File: config.mk
export PLATFORM = sky130hd
export DESIGN_NAME = branch_cond_unit
export DESIGN_NICKNAME = d
export VERILOG_FILES = /design/src/rtl/bcu_pkg.sv /design/src/rtl/bcu_compare.sv /design/src/rtl/bcu_flag_eval.sv /design/src/rtl/bcu_target.sv /design/src/rtl/branch_cond_unit.sv
export SDC_FILE = /design/constraint.sdc
export NUM_CORES = 1
export LEC_CHECK = 0
export BUFFER_PORTS_ARGS = -buffer_cell sky130_fd_sc_hd__buf_2
export CAP_MARGIN = 20
export CORE_ASPECT_RATIO = 1.2
export CORE_MARGIN = 2
export CORE_UTILIZATION = 55
export DETAILED_ROUTE_END_ITERATION = 8
export GPL_ROUTABILITY_DRIVEN = 0
export MAX_ROUTING_LAYER = met4
export PLACE_DENSITY_LB_ADDON = 0.2
export SKIP_LAST_GASP = 1
export SYNTH_ARGS = -nofsm -noshare
export SYNTH_HDL_FRONTEND = slang
export SYNTH_HIERARCHICAL = 1
export SYNTH_SLANG_ARGS = --single-unit
File: constraint.sdc
create_clock -name clk -period 7.75 [get_ports clk]
set_input_delay 0.3875 -clock clk [delete_from_list [all_inputs] [get_ports clk]]
set_output_delay 0.3875 -clock clk [all_outputs]
set_load 0.1 [all_outputs]
File: src/rtl/bcu_pkg.sv
package bcu_pkg;

    localparam int FLAG_W = 4;
    localparam int CTL_W  = 6;

    typedef enum logic [1:0] {
        CMP_EQ  = 2'd0,
        CMP_NE  = 2'd1,
        CMP_LTU = 2'd2,
        CMP_LEU = 2'd3
    } cmp_op_e;

    typedef enum logic [1:0] {
        FL_OVF  = 2'd0,
        FL_ZERO = 2'd1,
        FL_SIGN = 2'd2,
        FL_PAR  = 2'd3
    } flag_sel_e;

    typedef enum logic [1:0] {
        MIX_CMP  = 2'd0,
        MIX_OR   = 2'd1,
        MIX_ANDN = 2'd2,
        MIX_ORN  = 2'd3
    } mix_e;

    // Packed MSB first: mix in [5:4], flag select in [3:2], compare op in [1:0].
    typedef struct packed {
        mix_e      mix;
        flag_sel_e fsel;
        cmp_op_e   cop;
    } cond_ctl_t;

    function automatic logic mix_apply(input mix_e m, input logic c, input logic f);
        case (m)
            MIX_CMP:  return c;
            MIX_OR:   return c | f;
            MIX_ANDN: return c & ~f;
            default:  return c | ~f;
        endcase
    endfunction

endpackage

File: src/rtl/bcu_compare.sv
module bcu_compare
    import bcu_pkg::*;
#(
    parameter int DATA_W = 32,
    parameter int IDX_W  = 5
) (
    input  cmp_op_e             cop,
    input  logic [IDX_W-1:0]    idx_a,
    input  logic [IDX_W-1:0]    idx_b,
    input  logic [DATA_W-1:0]   val_a,
    input  logic [DATA_W-1:0]   val_b,
    output logic                hit
);

    logic same_reg;
    logic eq_v;
    logic lt_v;

    assign same_reg = (idx_a == idx_b);
    assign eq_v     = (val_a == val_b);
    assign lt_v     = (val_a < val_b);

    always_comb begin
        case (cop)
            CMP_EQ:  hit = same_reg | eq_v;
            CMP_NE:  hit = ~eq_v;
            CMP_LTU: hit = lt_v;
            default: hit = lt_v | eq_v;
        endcase
    end

endmodule

File: src/rtl/bcu_flag_eval.sv
module bcu_flag_eval
    import bcu_pkg::*;
(
    input  logic [FLAG_W-1:0] flags,
    input  flag_sel_e         fsel,
    input  mix_e              mix,
    input  logic              cmp_hit,
    output logic              taken,
    output logic              cmov_go
);

    logic flag_bit;
    logic gate_en;
    logic gate_inv;

    assign flag_bit = flags[fsel];
    assign gate_en  = mix[0];
    assign gate_inv = mix[1];

    assign taken = mix_apply(mix, cmp_hit, flag_bit);

    always_comb begin
        if (!gate_en)
            cmov_go = 1'b1;
        else if (gate_inv)
            cmov_go = flag_bit;
        else
            cmov_go = ~flag_bit;
    end

endmodule

File: src/rtl/bcu_target.sv
module bcu_target #(
    parameter int          DATA_W   = 32,
    parameter logic [31:0] RESET_PC = 32'h0
) (
    input  logic              clk,
    input  logic              rst,
    input  logic              adv_en,
    input  logic              taken,
    input  logic              rel_sel,
    input  logic [DATA_W-1:0] pc_cur,
    input  logic [DATA_W-1:0] imm_word,
    output logic [DATA_W-1:0] pc_q
);

    localparam logic [DATA_W-1:0] PC_STEP = DATA_W'(1);
    localparam logic [DATA_W-1:0] PC_INIT = RESET_PC[DATA_W-1:0];

    logic [DATA_W-1:0] base;
    logic [DATA_W-1:0] jump_tgt;
    logic [DATA_W-1:0] fall_tgt;
    logic [DATA_W-1:0] pc_d;

    assign base     = rel_sel ? pc_cur : '0;
    assign jump_tgt = imm_word + base;
    assign fall_tgt = pc_cur + PC_STEP;
    assign pc_d     = taken ? jump_tgt : fall_tgt;

    always_ff @(posedge clk) begin
        if (rst)
            pc_q <= PC_INIT;
        else if (adv_en)
            pc_q <= pc_d;
    end

endmodule

File: src/rtl/branch_cond_unit.sv
module branch_cond_unit
    import bcu_pkg::*;
#(
    parameter int          DATA_W   = 32,
    parameter int          IDX_W    = 5,
    parameter logic [31:0] RESET_PC = 32'h0
) (
    input  logic              clk,
    input  logic              rst,
    input  logic              adv_en,
    input  logic [IDX_W-1:0]  idx_a,
    input  logic [IDX_W-1:0]  idx_b,
    input  logic [DATA_W-1:0] val_a,
    input  logic [DATA_W-1:0] val_b,
    input  logic [3:0]        flags,
    input  logic [5:0]        ext,
    input  logic              rel_sel,
    input  logic [DATA_W-1:0] pc_cur,
    input  logic [DATA_W-1:0] imm_word,
    output logic              taken,
    output logic              cmov_go,
    output logic [DATA_W-1:0] pc_next_q
);

    cond_ctl_t ctl;
    logic      cmp_hit;

    assign ctl = cond_ctl_t'(ext);

    bcu_compare #(.DATA_W(DATA_W), .IDX_W(IDX_W)) u_cmp (
        .cop   (ctl.cop),
        .idx_a (idx_a),
        .idx_b (idx_b),
        .val_a (val_a),
        .val_b (val_b),
        .hit   (cmp_hit)
    );

    bcu_flag_eval u_flag (
        .flags   (flags),
        .fsel    (ctl.fsel),
        .mix     (ctl.mix),
        .cmp_hit (cmp_hit),
        .taken   (taken),
        .cmov_go (cmov_go)
    );

    bcu_target #(.DATA_W(DATA_W), .RESET_PC(RESET_PC)) u_tgt (
        .clk      (clk),
        .rst      (rst),
        .adv_en   (adv_en),
        .taken    (taken),
        .rel_sel  (rel_sel),
        .pc_cur   (pc_cur),
        .imm_word (imm_word),
        .pc_q     (pc_next_q)
    );

endmodule

* Word-level counts from Yosys, hierarchy flattened
Cells that the tools add are included.
** Word-level totals
- Register bits :: 32
- Input bits :: 152
- Output and inout bits :: 34
- Logic and storage cells :: 28
** Cells by class
- Add/subtract/negate cells :: 2
- $lt $le $gt $ge :: 2
- Eq/ne operators :: 6
- Multiplexer cells :: 8
- Bitwise logic cells :: 7
- Reduce and logical (&&, ||, !) cells :: 2
** Operator list (number)
- $mux 32 :: 2
- $add 32x1->32 const B :: 1
- $add 32x32->32 :: 1
- $eq 32x32->1 :: 1
- $lt 32x32->1 :: 1
- $pmux 1 s3 :: 2
- $eq 5x5->1 :: 1
- $eq 2x1->1 const B :: 2
- $eq 2x2->1 const B :: 2
- $logic_not 2->1 :: 2
- $or 1x1->1 :: 4
- $lt 2x3->1 const B :: 1
- $mux 1 :: 3
- $bmux 1 s2 :: 1
- $not 1->1 :: 2
- $and 1x1->1 :: 1

* Longest topological paths before layout
- Depth in word-level cells :: 6
- Mapped depth :: 17
- Depth with buffers taken out :: 16

* By module
Netlist, hierarchy kept.
** By module, submodules not included
- bcu_target :: instances 1, cells an instance 523, area each 3831.2 sq um, sequential area each 640.6 sq um
- bcu_compare :: instances 1, cells an instance 127, area each 982.2 sq um, sequential area each 0.0 sq um
- bcu_flag_eval :: instances 1, cells an instance 7, area each 56.3 sq um, sequential area each 0.0 sq um

* Worst setup path after synthesis
OpenSTA, ideal clock, no wires.
- Kind :: input port to flip-flop
- From :: in val_b[19]
- To :: reg u_tgt.pc_q[29]
- Setup time :: 0.134 ns
- Arrival :: 5.416 ns
- Data required time :: 7.616 ns
- Setup slack :: 2.200 ns
- Cell stages on the path :: 17
- Path buffers :: 1
- Cells stage by stage :: inv_1 -> ha_1 -> a41oi_2 -> o21ai_1 -> a221oi_2 -> nor3_1 -> and4bb_1 -> o221a_1 -> nand2_1 -> a311oi_1 -> clkbuf_1 -> inv_2 -> nor2_1 -> nand2_1 -> a31oi_1 -> a22o_1 -> a211oi_1
** Between the ends
- Word-level cells in the longest chain between the ends :: 6
- Elaborated cells between the ends (all ways) :: 11
- Those cells by class :: order compare: 1; eq/ne: 1; mux: 3; bitwise: 6
** RTL lines
- start: declaration :: line branch_cond_unit.sv:14 : input logic [DATA_W-1:0] val_b,
- $lt 32x32->1 / $eq 32x32->1 (equally long branches) :: line bcu_compare.sv:21, bcu_compare.sv:20
- $or 1x1->1 (tied with other cells) :: line bcu_compare.sv:28 : default: hit = lt_v | eq_v;
- $pmux 1 s3 * :: line bcu_compare.sv:24 : case (cop)
- net cmp_hit :: line branch_cond_unit.sv:26 : logic cmp_hit;
- $or 1x1->1 (tied with other cells) :: line bcu_pkg.sv:39 : default: return c | ~f;
- $pmux 1 s3 * :: line bcu_pkg.sv:35 : case (m)
- net taken :: line branch_cond_unit.sv:20 : output logic taken,
- $mux 32 * :: line bcu_target.sv:26 : assign pc_d = taken ? jump_tgt : fall_tgt;
- end signal: assignment :: line bcu_target.sv:32 : pc_q <= pc_d;
- end: declaration :: line bcu_target.sv:12 : output logic [DATA_W-1:0] pc_q
Mark *: on every way through the listed nets, which the timed path passes. The rest lies on a longest branch.
A chain may end at the register's enable or synchronous reset.

* Final worst setup path
- From :: in val_a[19]
- To :: reg u_tgt.pc_q[29]
** Between the ends
- Word-level cells in the longest chain between the ends :: 6
- Elaborated cells between the ends (all ways) :: 11
- Those cells by class :: order compare: 1; eq/ne: 1; mux: 3; bitwise: 6
** RTL lines
- start: declaration :: line branch_cond_unit.sv:13 : input logic [DATA_W-1:0] val_a,
- $lt 32x32->1 / $eq 32x32->1 (equally long branches) :: line bcu_compare.sv:21, bcu_compare.sv:20
- $or 1x1->1 (tied with other cells) :: line bcu_compare.sv:28
- $pmux 1 s3 * :: line bcu_compare.sv:24
- net cmp_hit :: line branch_cond_unit.sv:26
- $or 1x1->1 (tied with other cells) :: line bcu_pkg.sv:39
- $pmux 1 s3 * :: line bcu_pkg.sv:35
- $mux 32 * :: line bcu_target.sv:26
Marked as above.

==> results.json <==
{
  "synth_adder_area_share_pct": 17.6,
  "vdd_drop_max_uv": 69.6,
  "mostFrequentLayoutCells": "buf_2, ha_1, a21oi_1",
  "power_density_mw_per_mm2": 140,
  "h-tree-depth": 2,
  "crit_path_cell_trace": "buf_2 > ha_1 > a41oi_2 > o21ai_1 > a221oi_2 > nor3_1 > and4bb_1 > o221a_1 > nand2_1 > a311oi_4 > buf_4 > inv_2 > nor2_1 > nand2_1 > a31oi_1 > a22o_1 > a211oi_1",
  "drtAntennaViolNets": 0,
  "crit_arrival_ns": 4.18,
  "crit_type": "primary input to flip-flop",
  "worst_slew_pin_slew_ns": 0.979,
  "rsz0062_at_grt": "false",
  "clock_skew_ns": 0,
  "synth_top_cell_by_area": "ha_1",
  "clk_pin_slew_ns": 0.08,
  "cts.sinks": 32,
  "critPathMaxStageDelay_ns": 0.57,
  "ys_async_sr_fraction_pct": 0,
  "ys_seq_elements": 32,
  "cp_top_family": "compound AO/OA/AOI/OAI gates",
  "grt_pass1_vias": 5607,
  "fin_crit_ns": 4.01,
  "reg_top3": "u_tgt/pc_q: 32 flops",
  "yosys.area_share.simple_pct": 22.9,
  "critPathLaunchType": "primary input",
  "core_mm2": 0.00861,
  "hold_class": "flip-flop to flip-flop",
  "grt_max_degree": 37,
  "cp-end-kind": "flip-flop",
  "path_max_fanout": 36,
  "finalSetupViolCount": 0,
  "wirelength_um": 15300,
  "die_area_mm2": 0.00963,
  "antenna_cells": 0,
  "synth_top_family_by_area": "compound AO/OA/AOI/OAI gates",
  "relSlewSlack_pct": 34.6,
  "final_common_cell": "buf_2",
  "max_flop_register": "u_tgt/pc_q",
  "cts_hold_buffers": 0,
  "min_to": "u_tgt/pc_q[12]$_SDFFE_PP0P_",
  "dieHeight_um": 107,
  "grt_pass1_wl_um": 24600,
  "drc": 0,
  "holdWs_ns": 0.480,
  "reg2reg_depth": 3,
  "fp.dieW_um": 89.9,
  "worstPathRequired_ns": 7.91,
  "largest_reg_flops": 32,
  "synth.avg_cell_area_um2": 7.41,
  "ys.flop_type": "dfxtp_1",
  "drive_above_1_share_pct": 25.5,
  "cts_resized": 0,
  "cts_tree": "done",
  "crit_buf_inv": 3,
  "synthMuxAreaShare_pct": 2.44,
  "cts-root-buf": "clkbuf_8",
  "slowest_stage": "nor2_1",
  "synth_cells": 657,
  "whs_path_depth": 2,
  "final_hold_viol_count": 0,
  "synth_compound_area_share_pct": 27.8,
  "outcome": "completed",
  "via_count": 5674,
  "reg2reg_slack_ns": 6.86,
  "cts_buffers": 5,
  "timing.rr.start": "u_tgt/pc_q[15]$_SDFFE_PP0P_",
  "place_area_mm2": 0.00586,
  "drt_iter0_drc": 296,
  "maxSlewViolCount": 0,
  "nNetsFinal": 1043,
  "fmax_ghz": 0.249,
  "post-dp-hpwl_um": 12500,
  "post_cts_buffers": 0,
  "max-clock-path-buffers": 2,
  "antenna_found_initial": 0,
  "finalPower_mw": 0.833,
  "drt-wirelength-per-cell_um": 16.3,
  "synth_seq_area_share_pct": 13.2,
  "leakage_nw": 3.02,
  "port-buffer-count": 185,
  "area_growth_pct": 22.2,
  "avgViaCountPerCell": 6.03,
  "ys.warnings.count": 6,
  "synth_edf_count": 0,
  "syn_area_mm2": 0.00487,
  "synth_cell_types": 65,
  "io_pins": 186,
  "fin_tns_setup_ns": 0,
  "grt_usage_pct": 31.7,
  "startpoint": "val_a[19]",
  "finalCritPeriodShare_pct": 51.8,
  "insertion_delay_ns": 0.30,
  "cpMostUsedCell": "nand2_1",
  "final_cell_area_mm2": 0.00595,
  "synth_area_leaders": "ha_1, dfxtp_1, xnor2_1",
  "start_util_pct": 56.6,
  "yosysTopAreaCellShare_pct": 17.2,
  "r2r-end": "u_tgt/pc_q[15]$_SDFFE_PP0P_",
  "synthXorXnorAreaFrac_pct": 10.3,
  "hp-start": "u_tgt/pc_q[12]$_SDFFE_PP0P_",
  "dr.pass1.iters": 5,
  "grt-ovfl-total": 0,
  "rows": 37,
  "synthesis.nets": 877,
  "cap_violations": 0
}
per-layer routing:
metal,part of all wire (%),track usage (%),wire (um)
met1,38,34.0,5790
met2,50,56.9,7640
met3,7.6,5.48,1160
met4,4.6,15.3,705
met5,0,-,0
cell type report:
| class | count | area (um^2) |
|---|---|---|
| timing repair buffer | 186 | 933 |
| clock inverter | 3 | 18.8 |
| multi-input combinational | 550 | 3960 |
| sequential | 32 | 641 |
| clock buffer | 5 | 68.8 |
| fill | 809 | 2660 |
| inverter | 48 | 180 |
| tap | 117 | 146 |
synth_stat cells (all sizes together) (4+ instances only):
library cell and number:
xor2 22, a211oi 18, dfxtp 32, xnor2 35, nand3 24, nand4 23, a21o 30, o211ai 11
and3 6, clkbuf 25, and4 5, nand2 44, nor3 16, and2 37, a21boi 4, mux2i 7
o21ai 30, o21bai 5, a21oi 63, a31oi 6, inv 48, ha 67, nor2 48
worst min-delay path, delay by kind of cell, from the launching register on:
family	cells	cell delay [ns]
AND/OR/NAND/NOR	1	0.06
AO/OA/AOI/OAI	1	0.06
flip-flops	1	0.32
report_power, final:
part / switching [mW] / total [mW] / internal (mW)
clock: 0.0672 / 0.130 / 0.0625
combinational: 0.348 / 0.508 / 0.160
sequential: 0.0113 / 0.195 / 0.184
metrics by stage:
stage               utilization, %  worst slack (ns)  cells
global placement              68.1              3.74    933
floorplan                        -              2.20    657
CTS                           69.1              3.80    941
global route                  69.1              3.53    941
detailed placement            68.1              3.50    933
finish                        69.1              3.74    941
cell families (layout without fill, tap and decap cells):
| group | after synthesis | in the layout |
|---|---|---|
| and+or+nand+nor | 215 | 215 |
| AOI/OAI and AO/OA | 200 | 200 |
| buffers and inverters | 75 | 242 |
| adders and majority gates | 68 | 68 |
| xor gates and xnor gates | 57 | 57 |
| DFF | 32 | 32 |
| muxes | 10 | 10 |
worst max path at each step:
| stage | endpoint | cells past startpoint |
|---|---|---|
| global placement | u_tgt/pc_q[29]$_SDFFE_PP0P_ | 17 |
| global route | u_tgt/pc_q[29]$_SDFFE_PP0P_ | 17 |
| floorplan | u_tgt/pc_q[29]$_SDFFE_PP0P_ | 17 |
| CTS | u_tgt/pc_q[29]$_SDFFE_PP0P_ | 17 |
| finish | u_tgt/pc_q[29]$_SDFFE_PP0P_ | 17 |
| detailed placement | u_tgt/pc_q[29]$_SDFFE_PP0P_ | 17 |
Power figures use the tool's default switching activity.
